`src/rtl/sbi_pkg.sv`:
```
package sbi_pkg;

  // Colour-space / input format, as presented by the demultiplexer
  typedef enum logic [1:0] {
    FMT_GBR444      = 2'b00,
    FMT_YCC444      = 2'b01,
    FMT_YCC422_DUAL = 2'b10,
    FMT_YCC422_ONE  = 2'b11
  } fmt_e;

  // Level tag handed to the analog stage
  typedef enum logic [1:0] {
    LVL_VIDEO    = 2'b00,
    LVL_BLANK    = 2'b01,
    LVL_SYNC_NEG = 2'b10,
    LVL_SYNC_POS = 2'b11
  } lvl_e;

  // Controls, already converted to active high
  typedef struct packed {
    logic sync;
    logic blank;
    logic pos;
  } ctl_t;

  localparam ctl_t CTL_IDLE = '{sync: 1'b0, blank: 1'b1, pos: 1'b0};

endpackage

```
`src/rtl/sbi_ctl_skew.sv`:
```
// Control delay line: registers the controls, then picks the tap that
// matches the extra data latency of the current format.
module sbi_ctl_skew
  import sbi_pkg::*;
#(
  parameter int MAX_SKEW    = 2,
  parameter int SKEW_DUAL   = 1,
  parameter int SKEW_SINGLE = 2
) (
  input  logic clk,
  input  logic rst,
  input  ctl_t ctl_in,
  input  fmt_e fmt,
  output ctl_t ctl_out
);

  localparam int DEPTH = MAX_SKEW + 1;

  ctl_t stage_q [DEPTH];

  always_ff @(posedge clk) begin
    if (rst) stage_q[0] <= CTL_IDLE;
    else     stage_q[0] <= ctl_in;
  end

  for (genvar k = 1; k < DEPTH; k++) begin : g_stage
    always_ff @(posedge clk) begin
      if (rst) stage_q[k] <= CTL_IDLE;
      else     stage_q[k] <= stage_q[k-1];
    end
  end

  always_comb begin
    case (fmt)
      FMT_YCC422_DUAL: ctl_out = stage_q[SKEW_DUAL];
      FMT_YCC422_ONE:  ctl_out = stage_q[SKEW_SINGLE];
      default:         ctl_out = stage_q[0];
    endcase
  end

endmodule

```
`src/rtl/sbi_lane.sv`:
```
// One output channel: chooses video, blank or sync and registers the result.
module sbi_lane
  import sbi_pkg::*;
#(
  parameter int DATA_W    = 10,
  parameter int LANE      = 0,
  parameter int SYNC_LANE = 0
) (
  input  logic              clk,
  input  logic              rst,
  input  logic [DATA_W-1:0] pix,
  input  fmt_e              fmt,
  input  logic              ins_all,
  input  ctl_t              ctl,
  output logic [DATA_W-1:0] code,
  output lvl_e              tag
);

  localparam logic [DATA_W-1:0] MID_CODE     = {1'b1, {(DATA_W-1){1'b0}}};
  localparam bit                IS_SYNC_LANE = (LANE == SYNC_LANE);

  logic [DATA_W-1:0] blank_lvl;
  logic              carries_sync;
  logic [DATA_W-1:0] code_d;
  lvl_e              tag_d;

  // Chroma channels sit at mid-scale only when sync goes on all channels
  always_comb begin
    if (fmt != FMT_GBR444 && ins_all && !IS_SYNC_LANE) blank_lvl = MID_CODE;
    else                                                blank_lvl = '0;
  end

  assign carries_sync = ctl.sync && (ins_all || IS_SYNC_LANE);

  always_comb begin
    if (carries_sync) begin
      tag_d  = ctl.pos ? LVL_SYNC_POS : LVL_SYNC_NEG;
      code_d = blank_lvl;
    end else if (ctl.sync || ctl.blank) begin
      tag_d  = LVL_BLANK;
      code_d = blank_lvl;
    end else begin
      tag_d  = LVL_VIDEO;
      code_d = pix;
    end
  end

  always_ff @(posedge clk) begin
    if (rst) begin
      code <= '0;
      tag  <= LVL_BLANK;
    end else begin
      code <= code_d;
      tag  <= tag_d;
    end
  end

endmodule

```
`src/rtl/sync_blank_inserter.sv`:
```
module sync_blank_inserter
  import sbi_pkg::*;
#(
  parameter int NUM_CH      = 3,
  parameter int DATA_W      = 10,
  parameter int SYNC_LANE   = 0,
  parameter int SKEW_DUAL   = 1,
  parameter int SKEW_SINGLE = 2
) (
  input  logic                     clk,
  input  logic                     rst,
  input  logic [NUM_CH*DATA_W-1:0] pix_in,
  input  logic                     sync_n,
  input  logic                     blank_n,
  input  logic                     sync_pos,
  input  logic [1:0]               fmt,
  input  logic                     ins_all,
  output logic [NUM_CH*DATA_W-1:0] code_out,
  output logic [NUM_CH*2-1:0]      tag_out
);

  localparam int MAX_SKEW = (SKEW_DUAL > SKEW_SINGLE) ? SKEW_DUAL : SKEW_SINGLE;

  logic [NUM_CH*DATA_W-1:0] pix_q;
  fmt_e                     fmt_q;
  logic                     ins_q;
  ctl_t                     ctl_raw;
  ctl_t                     ctl_al;

  // Format and flag travel with the data sample
  always_ff @(posedge clk) begin
    if (rst) begin
      pix_q <= '0;
      fmt_q <= FMT_GBR444;
      ins_q <= 1'b0;
    end else begin
      pix_q <= pix_in;
      fmt_q <= fmt_e'(fmt);
      ins_q <= ins_all;
    end
  end

  assign ctl_raw = '{sync: ~sync_n, blank: ~blank_n, pos: sync_pos};

  sbi_ctl_skew #(
    .MAX_SKEW   (MAX_SKEW),
    .SKEW_DUAL  (SKEW_DUAL),
    .SKEW_SINGLE(SKEW_SINGLE)
  ) u_skew (
    .clk    (clk),
    .rst    (rst),
    .ctl_in (ctl_raw),
    .fmt    (fmt_q),
    .ctl_out(ctl_al)
  );

  for (genvar i = 0; i < NUM_CH; i++) begin : g_lane
    lvl_e lane_tag;

    sbi_lane #(
      .DATA_W   (DATA_W),
      .LANE     (i),
      .SYNC_LANE(SYNC_LANE)
    ) u_lane (
      .clk    (clk),
      .rst    (rst),
      .pix    (pix_q[i*DATA_W +: DATA_W]),
      .fmt    (fmt_q),
      .ins_all(ins_q),
      .ctl    (ctl_al),
      .code   (code_out[i*DATA_W +: DATA_W]),
      .tag    (lane_tag)
    );

    assign tag_out[2*i +: 2] = lane_tag;
  end

endmodule

```
`config.mk`:
```
export PLATFORM = sky130hd
export DESIGN_NAME = sync_blank_inserter
export DESIGN_NICKNAME = d
export VERILOG_FILES = /design/src/rtl/sbi_pkg.sv /design/src/rtl/sbi_ctl_skew.sv /design/src/rtl/sbi_lane.sv /design/src/rtl/sync_blank_inserter.sv
export SDC_FILE = /design/constraint.sdc
export NUM_CORES = 1
export LEC_CHECK = 0
export BUFFER_PORTS_ARGS = -buffer_cell sky130_fd_sc_hd__buf_4
export CAP_MARGIN = 10
export CORE_ASPECT_RATIO = 0.5
export CORE_MARGIN = 2
export CORE_UTILIZATION = 48
export DETAILED_ROUTE_END_ITERATION = 16
export MAX_ROUTING_LAYER = met4
export PLACE_DENSITY = 0.86
export SKIP_LAST_GASP = 1
export SLEW_MARGIN = 20
export SYNTH_ARGS = -nofsm -noshare
export SYNTH_HDL_FRONTEND = slang
export SYNTH_SLANG_ARGS = --single-unit
export TNS_END_PERCENT = 100
```
`constraint.sdc`:
```
create_clock -name clk -period 2 [get_ports clk]
set_clock_uncertainty 0.2 [all_clocks]
set_input_delay 0.1 -clock clk [delete_from_list [all_inputs] [get_ports clk]]
set_output_delay 0.1 -clock clk [all_outputs]
set_load 0.1 [all_outputs]
```
Yosys cells after proc, flatten, opt, wreduce, memory -nomap -nowiden
Memories as Yosys holds them, arrays and structs flattened.
Index checks and enable logic that the tools add are counted.
{"block": "classes", "add_sub_neg": 0, "order_cmp": 0, "eq_ne": 2, "n_shift": 0, "bitwise_logic": 5, "div": 0, "n_mux": 16, "n_reduce_logical": 5, "n_mul": 0}
{"operator": "10-bit two-way mux", "count": 5}
{"operator": "3-bit two-way mux", "count": 3}
{"operator": "3-bit one-hot mux with 2 select lines", "count": 1}
{"operator": "1-bit two-way mux", "count": 5}
{"operator": "2-bit equality test, second input constant", "count": 2}
{"operator": "2-bit two-way mux", "count": 2}
{"operator": "1-bit OR", "count": 3}
{"operator": "3-bit OR reduction", "count": 1}
{"operator": "1-bit logical AND", "count": 2}
{"operator": "1-bit NOT", "count": 2}
{"operator": "2-bit nonzero test", "count": 1}
{"operator": "1-bit logical OR", "count": 1}
{"block": "word_totals", "rom_bits": 0, "mem_count": 1, "ramBits": 9, "latch_bits": 0, "regBits": 67, "out_inout_bits": 36}
{"name": "u_skew.stage_q", "depth": 3, "word_bits": 3, "rd": 3, "rd_clocked_by_memory_dff": 0, "wr": 3, "line_no": "sbi_ctl_skew.sv:19", "text": "ctl_t stage_q [DEPTH];"}

Depth between registers and ports, before layout
{"block": "depth", "word_depth": 5, "ltp_mapped": 6, "depth_no_buf": 4}

Cells and area by module
A second synthesis with hierarchy kept.
{"block": "unflattened", "hier_cells": 182, "hier_area_um2": 2243.4}
{"module": "sync_blank_inserter", "instances": 1, "seq_area_each_um2": 660.6, "cells_each": 71, "area_per_inst_um2": 897.1}
{"module": "sbi_lane (g_lane[1].u_lane ...)", "instances": 2, "seq_area_each_um2": 240.2, "cells_each": 29, "area_per_inst_um2": 356.6}
{"module": "sbi_lane (g_lane[0].u_lane)", "instances": 1, "seq_area_each_um2": 240.2, "cells_each": 26, "area_per_inst_um2": 340.3}
{"module": "sbi_ctl_skew", "instances": 1, "seq_area_each_um2": 180.2, "cells_each": 27, "area_per_inst_um2": 292.8}

Least setup slack after synthesis
OpenSTA, ideal clock, no wires.
{"block": "synth_timing", "path_type": "reg-to-output", "start": "register g_lane[2].u_lane.tag[0]", "end": "output port tag_out[4]", "arrival_ns": 1.356, "path_stages_with_launch": 2, "t_required_ns": 1.700, "path_buffers": 1, "path_slack_ns": 0.344, "cell_sequence": "dfxtp_1 > buf_4"}
{"item": "from (decl)", "line_no": "sbi_lane.sv:16", "text": "output lvl_e tag"}
{"item": "from (signal assigned)", "line_no": "sbi_lane.sv:54", "text": "tag <= tag_d;"}
{"item": "to (decl)", "line_no": "sync_blank_inserter.sv:19", "text": "output logic [NUM_CH*2-1:0] tag_out"}
No word-level cell between the ends.

Final worst setup path
{"block": "layout_timing", "start": "register fmt_q[0]", "end": "register g_lane[2].u_lane.code[3]"}
{"block": "layout_between", "elab_chain_len": 5, "elab_cells_between_ends": 7, "cone_classes": "2 x eq/ne; 3 x mux; 2 x reduce/logical"}
{"item": "from (decl)", "line_no": "sync_blank_inserter.sv:25", "text": "fmt_e fmt_q;"}
{"item": "from (signal assigned)", "line_no": "sync_blank_inserter.sv:38", "text": "fmt_q <= fmt_e'(fmt);"}
{"item": "2-bit equality test", "line_no": "sbi_ctl_skew.sv:34", "text": "case (fmt)"}
{"item": "3-bit one-hot mux with 2 select lines (*)", "line_no": "sbi_ctl_skew.sv:34"}
{"item": "1-bit logical OR", "line_no": "sbi_lane.sv:39", "text": "end else if (ctl.sync || ctl.blank) begin"}
{"item": "10-bit two-way mux", "line_no": "sbi_lane.sv:39"}
{"item": "10-bit two-way mux (*)", "line_no": "sbi_lane.sv:36", "text": "if (carries_sync) begin"}
{"item": "to (signal assigned)", "line_no": "sbi_lane.sv:53", "text": "code <= code_d;"}
{"item": "to (decl)", "line_no": "sbi_lane.sv:15", "text": "output logic [DATA_W-1:0] code,"}
Mark *: on every way between the ends. The rest lies on a longest branch, timed or not.
A chain may end at the register's enable or synchronous reset.

==> results.cfg <==
[run_status]
status = finished clean

[routing]
vias = 1629
drt_drc_violations_left = 0
postRouteWirelength_mm = 5.23
first_pass_iters = 4
post_drt_wl_per_cell_um = 14.1
detailedRoute.firstIterationViolations = 30
drtAntennaViolNets = 0
post_drt_via_cell_ratio = 4.38

[setup_path]
critical_path_buf_inv_count = 1
timing.critical_path.fanout_max = 16
worstPathArrival_ns = 1.86
crit_type = reg -> reg
cp_slowest_cell = sky130_fd_sc_hd__dfxtp_1
cp_data_required_time_ns = 2.09
critical_path_depth = 5
crit-reg2reg-capture = g_lane[2].u_lane.code[3]
critPathCaptureType = register
critical_path.top_delay_family = flip-flops
worst-r2r-cell-count = 5
reg2reg_setup_slack_ns = 0.24
startpoint_type_of_the_worst_setup_path = register
crit_chain = mux2i_1, a21oi_2, nor3_4, buf_4, and2_1
r2r_start = fmt_q[0]
critical_path.max_stage_delay_ns = 0.43

[die]
core_area_um2 = 4380
die_h_um = 51.7
placementRows = 17
initial_core_util = 0.497
die_area_um2 = 5130
design.portCount = 74
die_w_um = 99.3

[global_route]
maximum_number_of_pins_on_one_net_before_global_route_repair = 47
track_usage = 0.229
grt_overflow_total = 0
grt_pass1_wl_mm = 8.32
first_global_vias = 1678
number_of_antenna_violations_at_the_first_check_in_global_routing = 0

[power_and_ir_drop]
internal_power_mw = 2.31
max-vdd-ir-drop_v = 0.000529
sw_frac_of_total = 0.249
power.share.clock = 0.365
seqPwrFrac = 0.517
p_leak_nw = 1.61
switchingPower_uw = 767
comb_power_share = 0.118
cellPowerDensity_nw_per_um2 = 878

[cells_and_area]
post_layout_nonfiller_instances = 372
layout_common_cells = sky130_fd_sc_hd__dfxtp_1, sky130_fd_sc_hd__buf_4, sky130_fd_sc_hd__dlygate4sd3_1
layout_commonest_cell = sky130_fd_sc_hd__dfxtp_1
insertedDiodeCount = 0
nets = 348
drive_above_1_share = 0.308
area_delta_synth_final_pct = 60.7
non_filler_cell_area_final_um2 = 3500

[timing]
report.final.slew_viol_count = 0
timing.final.crit_share = 0.882
report.final.setup_viol = 0
final.min_clock_period_ns = 1.76
timing.final.hold_violations = 0
timing.setup.tns_ns = 0
unrepaired_setup_endpoints_after_global_routing = no
worst-slew-pin-transition_ns = 0.471
maxClockFrequency_mhz = 567
setup_ws_ns = 0.236
maxSlewHeadroom = 0.686

[synth]
seq_area_frac_synth = 0.698
postSynthAreaPerCell_um2 = 12.2
synth.net_count = 216
total_of_warnings_raised_by_yosys = 0
synth_seq_cells = 76
syn_inst = 178
ys_types = 17
synthesis.area_um2 = 2180

[worst_hold_path]
whs_endpoint = g_lane[2].u_lane.code[5]
hp-start = pix_q[25]
worstHoldPathCells = 1
tightest_hold_check_type = reg -> reg

[placement]
post_placement_cell_area_um2 = 2740
numPortBuffers = 73
place.detailed.hpwl_mm = 2.52
finalWeightedCongestion = 0.727
place_ws_ns = 0.325
place.detailed.instances = 299

[clocking]
clock_insertion_delay_worst_skew_ns = 0.35
cts_tree = yes
number_of_buffers_created_by_cts = 9
cts.sinks = 76
clk_pin_slew_worst_paths_ns = 0.08
cts-root-buf = sky130_fd_sc_hd__clkbuf_8
postCtsSetupRepairBufs = 0
ctsLongestPathBuffers = 2
ctsHtreeMaxLevel = 3

[flow_run]
max_cap_violations = 0
-- per-stage QoR --
stage               total power [mW]  utilization  hold WS, ns
floorplan                       1.80            -      -0.0333
global placement                1.88        0.626       0.0577
detailed placement              1.89        0.626       0.0553
CTS                             3.06        0.800        0.229
global route                    3.19        0.800        0.243
finish                          3.08        0.800        0.229
-- sequential cells by signal (all words and copies together) (netlist names) --
signal,cells
u_skew.stage_q,9
fmt_q,2
g_lane.u_lane.tag,4
ins_q,1
pix_q,30
g_lane.u_lane.code,30
-- routing by layer --
metal | up-vias | wire, µm | track usage
met3 | 20 | 246 | 0.0645
li1 | 809 | - | -
met5 | - | 0 | -
met1 | 748 | 2010 | 0.235
met2 | 52 | 2810 | 0.414
met4 | 0 | 163 | 0.119
-- how the worst max path moves through the flow --
| stage | end | startpoint |
|---|---|---|
| after floorplan | tag_out[4] | g_lane[2].u_lane.tag[0] |
| after global placement | g_lane[1].u_lane.code[0] | fmt_q[0] |
| after detailed placement | g_lane[0].u_lane.code[7] | fmt_q[0] |
| after CTS | g_lane[2].u_lane.code[3] | fmt_q[0] |
| after global routing | g_lane[2].u_lane.code[0] | fmt_q[0] |
| final | g_lane[2].u_lane.code[3] | fmt_q[0] |
-- final cells by class --
class	instances	area [µm²]
Sequential cell	76	1520
Timing Repair Buffer	132	1130
Fill cell	233	878
Multi-Input combinational cell	91	586
Clock buffer	9	124
Tap cell	57	71.3
Clock inverter	7	67.6
-- kinds of logic after synthesis --
kind of cell,share of synthesized area
compound gates,0.0316
buf+inv,0.0333
flops,0.698
mux,0.0138
simple gates,0.223
-- power by group through the flow --
stage          Sequential (mW)  Clock [mW]  Combinational, mW
2_1_floorplan             1.71           0             0.0874
3_3_place_gp              1.62           0              0.262
3_5_place_dp              1.62           0              0.267
4_1_cts                   1.59        1.12              0.354
5_1_grt                   1.59        1.21              0.382
6_report                  1.59        1.12              0.363
-- worst register-to-register path: cells and delay by family, from the launching register on --
family | cells | cell delay [ns]
mux | 1 | 0.31
flops | 1 | 0.43
buf+inv | 1 | 0.23
compound gates | 1 | 0.14
simple gates | 2 | 0.39
-- Yosys cell counts, drive strengths merged --
master  instances  area (µm²)
a21o            3        22.5
a21oi           4        27.5
and2           29         181
buf             5        48.8
clkbuf          6        23.8
dfxtp          76        1520
mux2i           3        30.0
nand2b          1        6.26
nor2            7        26.3
nor2b          39         244
nor3            1        16.3
o21bai          1        7.51
o221a           1        11.3
or2             2        12.5
-- timing repair --
| item | in CTS | in global routing |
|---|---|---|
| hold endpoints to repair | 39 | 0 |
| resized for setup | 0 | 0 |
| hold buffers | 57 | 0 |
| setup endpoints to repair | 0 | 0 |
Note: power is estimated with default switching activity, not from simulation.
